===== src/rtl/halt_wake_pkg.sv =====
package halt_wake_pkg;

    localparam int NSRC = 5;

    // flag bit positions, software decodes these
    typedef enum logic [2:0] {
        SRC_SPORT = 3'd0,
        SRC_MPORT = 3'd1,
        SRC_INTP  = 3'd2,
        SRC_DIV   = 3'd3,
        SRC_TMR   = 3'd4
    } src_e;

    typedef logic [NSRC-1:0] src_vec_t;

    typedef enum logic {
        PWR_RUN  = 1'b0,
        PWR_HALT = 1'b1
    } pwr_state_e;

    function automatic logic any_wake(src_vec_t pend, src_vec_t en);
        return |(pend & en);
    endfunction

endpackage


===== src/rtl/hw_change_det.sv =====
module hw_change_det #(
    parameter int W = 4
) (
    input  logic         clk,
    input  logic         rst,
    input  logic [W-1:0] din,
    output logic         chg
);
    logic [W-1:0] prev_q;
    logic         primed_q;

    always_ff @(posedge clk) begin
        if (rst) begin
            prev_q   <= '0;
            primed_q <= 1'b0;
        end else begin
            prev_q   <= din;
            primed_q <= 1'b1;
        end
    end

    assign chg = primed_q & (|(din ^ prev_q));
endmodule


===== src/rtl/hw_divider.sv =====
module hw_divider #(
    parameter int STAGES = 15
) (
    input  logic              clk,
    input  logic              rst,
    output logic [STAGES-1:0] cnt,
    output logic              ovf
);
    always_ff @(posedge clk) begin
        if (rst) cnt <= '0;
        else     cnt <= cnt + 1'b1;
    end

    assign ovf = &cnt;
endmodule


===== src/rtl/hw_down_timer.sv =====
module hw_down_timer #(
    parameter int W = 6
) (
    input  logic         clk,
    input  logic         rst,
    input  logic         load,
    input  logic [W-1:0] preset,
    output logic [W-1:0] count,
    output logic         run,
    output logic         unf
);
    logic [W-1:0] reload_q;

    always_ff @(posedge clk) begin
        if (rst) begin
            count    <= '0;
            reload_q <= '0;
            run      <= 1'b0;
        end else if (load) begin
            count    <= preset;
            reload_q <= preset;
            run      <= 1'b1;
        end else if (run) begin
            count <= (count == '0) ? reload_q : count - 1'b1;
        end
    end

    assign unf = run & ~load & (count == '0);
endmodule


===== src/rtl/hw_flag_bank.sv =====
module hw_flag_bank #(
    parameter int N = 5
) (
    input  logic         clk,
    input  logic         rst,
    input  logic [N-1:0] set,
    input  logic [N-1:0] clr,
    output logic [N-1:0] flags
);
    for (genvar i = 0; i < N; i++) begin : g_flag
        logic f_q;
        always_ff @(posedge clk) begin
            if (rst) f_q <= 1'b0;
            else     f_q <= (f_q & ~clr[i]) | set[i];  // a new event outranks a clear
        end
        assign flags[i] = f_q;
    end
endmodule


===== src/rtl/halt_wake_ctrl.sv =====
module halt_wake_ctrl
    import halt_wake_pkg::*;
#(
    parameter int S_W        = 4,
    parameter int M_W        = 4,
    parameter int DIV_STAGES = 15,
    parameter int TMR_W      = 6
) (
    input  logic             clk,
    input  logic             rst,
    input  logic [S_W-1:0]   s_port,
    input  logic [M_W-1:0]   m_port,
    input  logic             int_pin,
    input  logic             halt_req,
    input  logic [NSRC-1:0]  wake_en,
    input  logic [NSRC-1:0]  irq_en,
    input  logic [NSRC-1:0]  flag_clr,
    input  logic             tmr_load,
    input  logic [TMR_W-1:0] tmr_preset,
    output logic             core_clk_en,
    output logic [NSRC-1:0]  flags,
    output logic             irq,
    output logic [TMR_W-1:0] tmr_count,
    output logic             lcd_alt
);
    src_vec_t              evt;
    src_vec_t              clr_eff;
    logic                  s_chg, m_chg, i_chg;
    logic                  div_ovf, tmr_unf, tmr_run;
    logic [DIV_STAGES-1:0] div_cnt;
    pwr_state_e            pwr_q, pwr_d;
    logic                  wake;

    hw_change_det #(.W(S_W)) u_sdet (.clk(clk), .rst(rst), .din(s_port), .chg(s_chg));
    hw_change_det #(.W(M_W)) u_mdet (.clk(clk), .rst(rst), .din(m_port), .chg(m_chg));
    hw_change_det #(.W(1))   u_idet (.clk(clk), .rst(rst), .din(int_pin), .chg(i_chg));

    // oscillator-side logic: never gated by halt
    hw_divider #(.STAGES(DIV_STAGES)) u_div (
        .clk(clk), .rst(rst), .cnt(div_cnt), .ovf(div_ovf)
    );

    hw_down_timer #(.W(TMR_W)) u_tmr (
        .clk(clk), .rst(rst), .load(tmr_load), .preset(tmr_preset),
        .count(tmr_count), .run(tmr_run), .unf(tmr_unf)
    );

    always_comb begin
        evt                 = '0;
        evt[int'(SRC_SPORT)] = s_chg;
        evt[int'(SRC_MPORT)] = m_chg;
        evt[int'(SRC_INTP)]  = i_chg;
        evt[int'(SRC_DIV)]   = div_ovf;
        evt[int'(SRC_TMR)]   = tmr_unf;
    end

    // the core cannot write while halted, so clears are dropped then
    assign clr_eff = (pwr_q == PWR_HALT) ? '0 : flag_clr;

    hw_flag_bank #(.N(NSRC)) u_flags (
        .clk(clk), .rst(rst), .set(evt), .clr(clr_eff), .flags(flags)
    );

    assign wake = any_wake(flags | evt, wake_en);

    always_comb begin
        pwr_d = pwr_q;
        case (pwr_q)
            PWR_RUN:  if (halt_req && !wake) pwr_d = PWR_HALT;
            PWR_HALT: if (wake)              pwr_d = PWR_RUN;
            default:                         pwr_d = PWR_RUN;
        endcase
    end

    always_ff @(posedge clk) begin
        if (rst) pwr_q <= PWR_RUN;
        else     pwr_q <= pwr_d;
    end

    assign core_clk_en = (pwr_q == PWR_RUN);
    assign irq         = |(flags & irq_en);
    assign lcd_alt     = div_cnt[DIV_STAGES-1];
endmodule


===== config.mk =====
export PLATFORM = sky130hd
export DESIGN_NAME = halt_wake_ctrl
export DESIGN_NICKNAME = d
export VERILOG_FILES = /design/src/rtl/halt_wake_pkg.sv /design/src/rtl/hw_change_det.sv /design/src/rtl/hw_divider.sv /design/src/rtl/hw_down_timer.sv /design/src/rtl/hw_flag_bank.sv /design/src/rtl/halt_wake_ctrl.sv
export SDC_FILE = /design/constraint.sdc
export NUM_CORES = 1
export LEC_CHECK = 0
export ABC_CLOCK_PERIOD_IN_PS = 2000
export BUFFER_PORTS_ARGS = -buffer_cell sky130_fd_sc_hd__buf_4
export CELL_PAD_IN_SITES_DETAIL_PLACEMENT = 0
export CELL_PAD_IN_SITES_GLOBAL_PLACEMENT = 2
export CORE_MARGIN = 2
export CORE_UTILIZATION = 32
export DETAILED_ROUTE_END_ITERATION = 10
export GPL_ROUTABILITY_DRIVEN = 1
export GPL_TIMING_DRIVEN = 0
export PLACE_DENSITY_LB_ADDON = 0.1
export SYNTH_ARGS = -nofsm -noshare
export SYNTH_HDL_FRONTEND = slang
export SYNTH_HIERARCHICAL = 1
export SYNTH_SLANG_ARGS = --single-unit

===== constraint.sdc =====
create_clock -name clk -period 2 [get_ports clk]
set_input_delay 0.2 -clock clk [delete_from_list [all_inputs] [get_ports clk]]
set_output_delay 0.2 -clock clk [all_outputs]
set_load 0.1 [all_outputs]

## Word level (Yosys, flattened, before mapping)

Cells that the tools add are included.

- Reduce and logical (&&, ||, !) cells: 9
- Mux-type cells: 8
- Add/sub/neg operators: 2
- Bitwise gates (word level): 28

Operators by type and width:

| operator | number |
|---|---|
| $mux 6 | 3 |
| $add 15x1->15 const B | 1 |
| $reduce_and 15->1 | 1 |
| $and 1x1->1 | 10 |
| $and 5x5->5 | 2 |
| $reduce_or 5->1 | 2 |
| $reduce_or 4->1 | 2 |
| $xor 4x4->4 | 2 |
| $not 1->1 | 7 |
| $logic_not 6->1 | 1 |
| $sub 6x1->6 const B | 1 |
| $mux 5 | 1 |
| $or 1x1->1 | 5 |
| $or 5x5->5 | 1 |
| $mux 1 | 3 |
| $pmux 1 s2 | 1 |
| $reduce_bool 2->1 | 1 |
| $logic_and 1x1->1 | 1 |
| $logic_not 1->1 | 1 |
| $xor 1x1->1 | 1 |

- Logic and storage cells: 61
- Register bits after elaboration: 44

## Logic depth before layout (Yosys ltp)

- Word-level depth: 10
- Gate-level depth with buffers: 9

## Modules after synthesis

Netlist, hierarchy kept.

By module, submodules not included:

| module | area each (µm²) | instances | cells an instance | seq. area each (µm²) |
|---|---|---|---|---|
| hw_divider | 669.4 | 1 | 75 | 300.3 |
| hw_down_timer | 661.9 | 1 | 71 | 260.2 |
| hw_change_det (u_mdet ...) | 175.2 | 2 | 15 | 100.1 |
| hw_flag_bank | 212.7 | 1 | 25 | 100.1 |
| halt_wake_ctrl | 131.4 | 1 | 18 | 20.0 |
| hw_change_det (u_idet) | 65.1 | 1 | 6 | 40.0 |

## Worst setup path before layout

Ideal clock, no wire load.

- Kind: register to register
- Start point: register u_tmr.count[0]
- End point: register pwr_q
- Buffers on the path: 1
- Arrival time: 2195 ps
- Library setup time: 87 ps
- Setup slack: -282 ps
- Stages on the path, launching flop included: 10
- Cells stage by stage: dfxtp_1 -> inv_1 -> ha_1 -> nand2b_4 -> nand2b_1 -> buf_6 -> nor2_1 -> o21ai_2 -> nand4_1 -> nor4b_2

- Cells in the longest elaborated chain, start to end: 9
- Elaborated cells on any way between the ends: 10

Ends and longest elaborated chain:

| what | RTL line | text |
|---|---|---|
| start, declared | hw_down_timer.sv:8 | `output logic [W-1:0] count,` |
| start signal, assigned | hw_down_timer.sv:20 | `count <= preset;` |
| start signal, assigned | hw_down_timer.sv:24 | `count <= (count == '0) ? reload_q : count - 1'b1;` |
| $logic_not 6->1 (*) | hw_down_timer.sv:28 | `assign unf = run & ~load & (count == '0);` |
| $and 1x1->1 (*) | hw_down_timer.sv:28 |  |
| net tmr_unf | halt_wake_ctrl.sv:29 | `logic div_ovf, tmr_unf, tmr_run;` |
| $or 5x5->5 (*) | halt_wake_ctrl.sv:64 | `assign wake = any_wake(flags \| evt, wake_en);` |
| $and 5x5->5 (*) | halt_wake_pkg.sv:22 | `return \|(pend & en);` |
| $reduce_or 5->1 (*) | halt_wake_pkg.sv:22 |  |
| $logic_not 1->1 | halt_wake_ctrl.sv:69 | `PWR_RUN: if (halt_req && !wake) pwr_d = PWR_HALT;` |
| $logic_and 1x1->1 | halt_wake_ctrl.sv:69 |  |
| $mux 1 | halt_wake_ctrl.sv:69 |  |
| $pmux 1 s2 (*) | halt_wake_ctrl.sv:68 | `case (pwr_q)` |
| end signal, assigned | halt_wake_ctrl.sv:77 | `else pwr_q <= pwr_d;` |
| end, declared | halt_wake_ctrl.sv:31 | `pwr_state_e pwr_q, pwr_d;` |

The timed path passes the listed nets; every way through them passes the cells marked *.
A chain may end at the register's enable or synchronous reset.

## Worst setup path after layout

- Start point: register u_div.cnt[0]
- End point: register pwr_q

- Cells in the longest elaborated chain, start to end: 8
- Elaborated cells on any way between the ends: 9

Ends and longest elaborated chain:

| what | RTL line | text |
|---|---|---|
| start, declared | hw_divider.sv:6 | `output logic [STAGES-1:0] cnt,` |
| start signal, assigned | hw_divider.sv:11 | `else cnt <= cnt + 1'b1;` |
| $reduce_and 15->1 (*) | hw_divider.sv:14 | `assign ovf = &cnt;` |
| net div_ovf | halt_wake_ctrl.sv:29 |  |
| $or 5x5->5 (*) | halt_wake_ctrl.sv:64 |  |
| $and 5x5->5 (*) | halt_wake_pkg.sv:22 |  |
| $reduce_or 5->1 (*) | halt_wake_pkg.sv:22 |  |
| $logic_not 1->1 | halt_wake_ctrl.sv:69 |  |
| $logic_and 1x1->1 | halt_wake_ctrl.sv:69 |  |
| $mux 1 | halt_wake_ctrl.sv:69 |  |
| $pmux 1 s2 (*) | halt_wake_ctrl.sv:68 |  |

Marks and branches as above.

==> impl_metrics.yaml <==
synth:
  synth_area_per_cell_um2: 9.29
  synth_fp_nets: 262
  post_synth_inst_count: 225
  synth-warning-count: 6
  ys_ff_latch: 46
  post_synth_instance_area_mm2: 0.00209
  yosys.cell_types.count: 42
  synth_sequential_area_ratio_pct: 44.0
cts:
  clock-root-buffer: "sky130_fd_sc_hd__clkbuf_8"
  tritoncts: "built"
  cts_inserted_buffers: 5
  cts.hold.buffers_added: 0
  cts_sinks: 46
  insertion_delay_ns: 0.29
  worst_setup_hold_path_clk_slew_ns: 0.08
  post-cts-setup-buffer-count: 0
  clock_tree.htree_level_count: 2
  cts-root-to-sink-buffers: 2
  ctsResizeCount: 0
floorplanning:
  rows: 29
  start_util_pct: 32.9
  ios: 48
  chipWidth_um: 84.8
  floorplan_core_area_mm2: 0.00635
  dieHeight_um: 84.8
  fp.dieArea_mm2: 0.00720
worst_setup_path:
  worst_ep_arrival_time_ns: 1.96
  cp_max_fo: 9
  cp_launch_type: "flip-flop"
  worst_path_largest_cell_delay_ns: 0.41
  cp_num_buf_inv: 0
  critical-path-slowest-cell: "sky130_fd_sc_hd__dfxtp_1"
  critPathTopFamily: "simple AND/OR/NAND/NOR gates"
  worstPathCellList: "ha_1 > nand4_4 > nor4_2 > and2_1 > o21ai_0 > nor4b_2"
  worstPathRequired_ns: 2.17
  timing.reg2reg.setup_slack_ns: 0.22
  worstSetupPathType: "reg -> reg"
  cp-end-kind: "flip-flop"
power:
  power_density_mw_per_mm2: 766
  worst_ir_drop_vdd_uv: 366
  static-leakage-power_nw: 1.09
global_routing:
  gr-total-overflow: 0
  first_global_vias: 1638
  globalRouteTotalUtil_pct: 13.6
  antenna_found_initial: 0
  wire_length_of_the_first_global_routing_pass_mm: 7.91
  pin_count_of_the_biggest_net_entering_global_routing: 26
routing:
  drtIter0Drc: 64
  route.detailed.drc: 0
  via_count: 1706
  viasPerCell: 4.78
  drt_pre_antenna_iters: 4
  drt_wl_total_mm: 4.60
  ant_nets: 0
  wl_per_cell_um: 12.9
sta:
  timing.final.max_slew_violations: 0
  final_min_period_over_clock_period_pct: 89.0
  max_freq_ghz: 0.561
  clock_skew_ns: 0.00260
  rsz0062_at_grt: "no"
  final_setup_violating_endpoints: 0
  fin_setup_tns_ns: 0
  layout_min_cycle_time_ns: 1.78
  transition_time_of_the_tightest_slew_check_pin_ns: 0.527
  max_slew_margin_pct: 64.8
  finalHoldViolCount: 0
run:
  max_cap_viol_count: 0
finish:
  final_area_mm2: 0.00264
  layout_cells_sized_above_1_pct: 25.7
  final-instance-count-excl-fill: 357
  area.growth.synth_to_final_pct: 26.3
  filler_cell_count: 666
  layout.core_utilization_pct: 41.6
  most_used_cells_in_the_layout_excluding_fill_and_tap_cells: "sky130_fd_sc_hd__buf_4, sky130_fd_sc_hd__dfxtp_1, sky130_fd_sc_hd__nor2_1"
  insertedDiodeCount: 0
  layout.nets: 316
  layout.cells.most_common: "sky130_fd_sc_hd__buf_4"
placed_design:
  dp.cells: 349
  hpwl_reported_at_the_end_of_detailed_placement_mm: 3.34
  port-buffer-count: 47
  placed_area_mm2: 0.00254
  place_congestion: 0.710
hold_path:
  worstHoldPathType: "in -> reg"
run_status:
  outcome: "finished, final reports clean"
==> registers in the layout, indices dropped and copies added (netlist names), 4 cells and up <==
register and flops:
u_sdet/prev_q 4, u_flags/g_flag.f_q 5, u_tmr/reload_q 6, u_div/cnt 15, u_mdet/prev_q 4, u_tmr/count 6
==> path summary, 6_finish.rpt <==
path,startpoint,cells past startpoint,endpoint
worst max-delay path,u_div/cnt[0],6,pwr_q
worst min-delay path,s_port[3],2,u_sdet/prev_q[3]
worst max register to register,u_div/cnt[0],6,pwr_q
worst min register to register,u_flags/g_flag[4].f_q,2,u_flags/g_flag[4].f_q
==> metrics by stage <==
step,setup WS (ns),power (mW),hold slack [ns]
2_1_floorplan,0.0924,1.33,0.257
4_1_cts,0.119,2.06,0.124
3_5_place_dp,0.140,1.47,0.433
3_3_place_gp,0.127,1.47,0.431
6_report,0.219,2.02,0.133
5_1_grt,0.0338,2.14,0.121
==> Yosys cell counts (all sizes together) <==
cell	instances	area share (%)
xor2	13	5.4
nand2b	9	3.1
nand3	6	1.4
ha	3	1.8
a21oi	14	3.4
o2bb2ai	1	0.42
o211ai	1	0.36
o41a	2	1.1
o21a	2	0.72
nor2b	16	4.8
o31ai	5	1.8
dfxtp	46	44
a222oi	1	0.48
nand4	5	2.2
clkbuf	3	0.54
or4	5	1.8
nor3	2	0.72
and2b	1	0.36
o311ai	1	0.42
o21ai	8	2.1
or2	1	0.30
nand2	6	1.1
mux2	2	1.1
nand4b	1	0.42
and2	2	0.60
mux2i	9	4.3
nor4	2	0.60
inv	14	2.5
nor4b	1	0.72
nor2	20	3.6
o22ai	5	1.5
xnor2	1	0.42
or3	3	0.90
a22oi	7	2.5
buf	7	2.6
==> area by class of cell <==
| class | count | area [um2] | share of cell area [%] |
|---|---|---|---|
| multi-input cells | 155 | 1060 | 40.1 |
| flip-flops and latches | 46 | 925 | 35.0 |
| repair buffers | 47 | 353 | 13.4 |
| well taps | 77 | 96.3 | 3.65 |
| clock buffers | 7 | 86.3 | 3.27 |
| plain buffers | 10 | 65.1 | 2.46 |
| inverters | 14 | 52.6 | 1.99 |
| clock inverters | 1 | 5.00 | 0.189 |
==> cells by family (layout without fill, tap and decap cells) <==
kind of cell,Yosys count,after routing,share of synthesized area (%)
DFF,46,46,44.0
xor gates and xnor gates,14,14,5.86
buffers and inverters,24,79,5.63
and+or+nand+nor,80,80,22.6
adders and majority gates,3,3,1.80
muxes,11,11,5.39
AOI/OAI and AO/OA,47,47,14.7
==> routing by layer <==
metal	wire length [um]	vias up	global-route usage, %
met5	0	-	0
met4	27	0	3.46
met3	208	2	4.28
met2	2090	31	20.0
met1	2280	781	19.4
li1	-	892	-
==> report_power, final <==
part           internal, mW  switching (mW)  leakage, nW
clock network         0.279           0.299       0.0482
registers             0.960          0.0383        0.380
logic                 0.171           0.276        0.667
(Power assumes the default switching activity.)
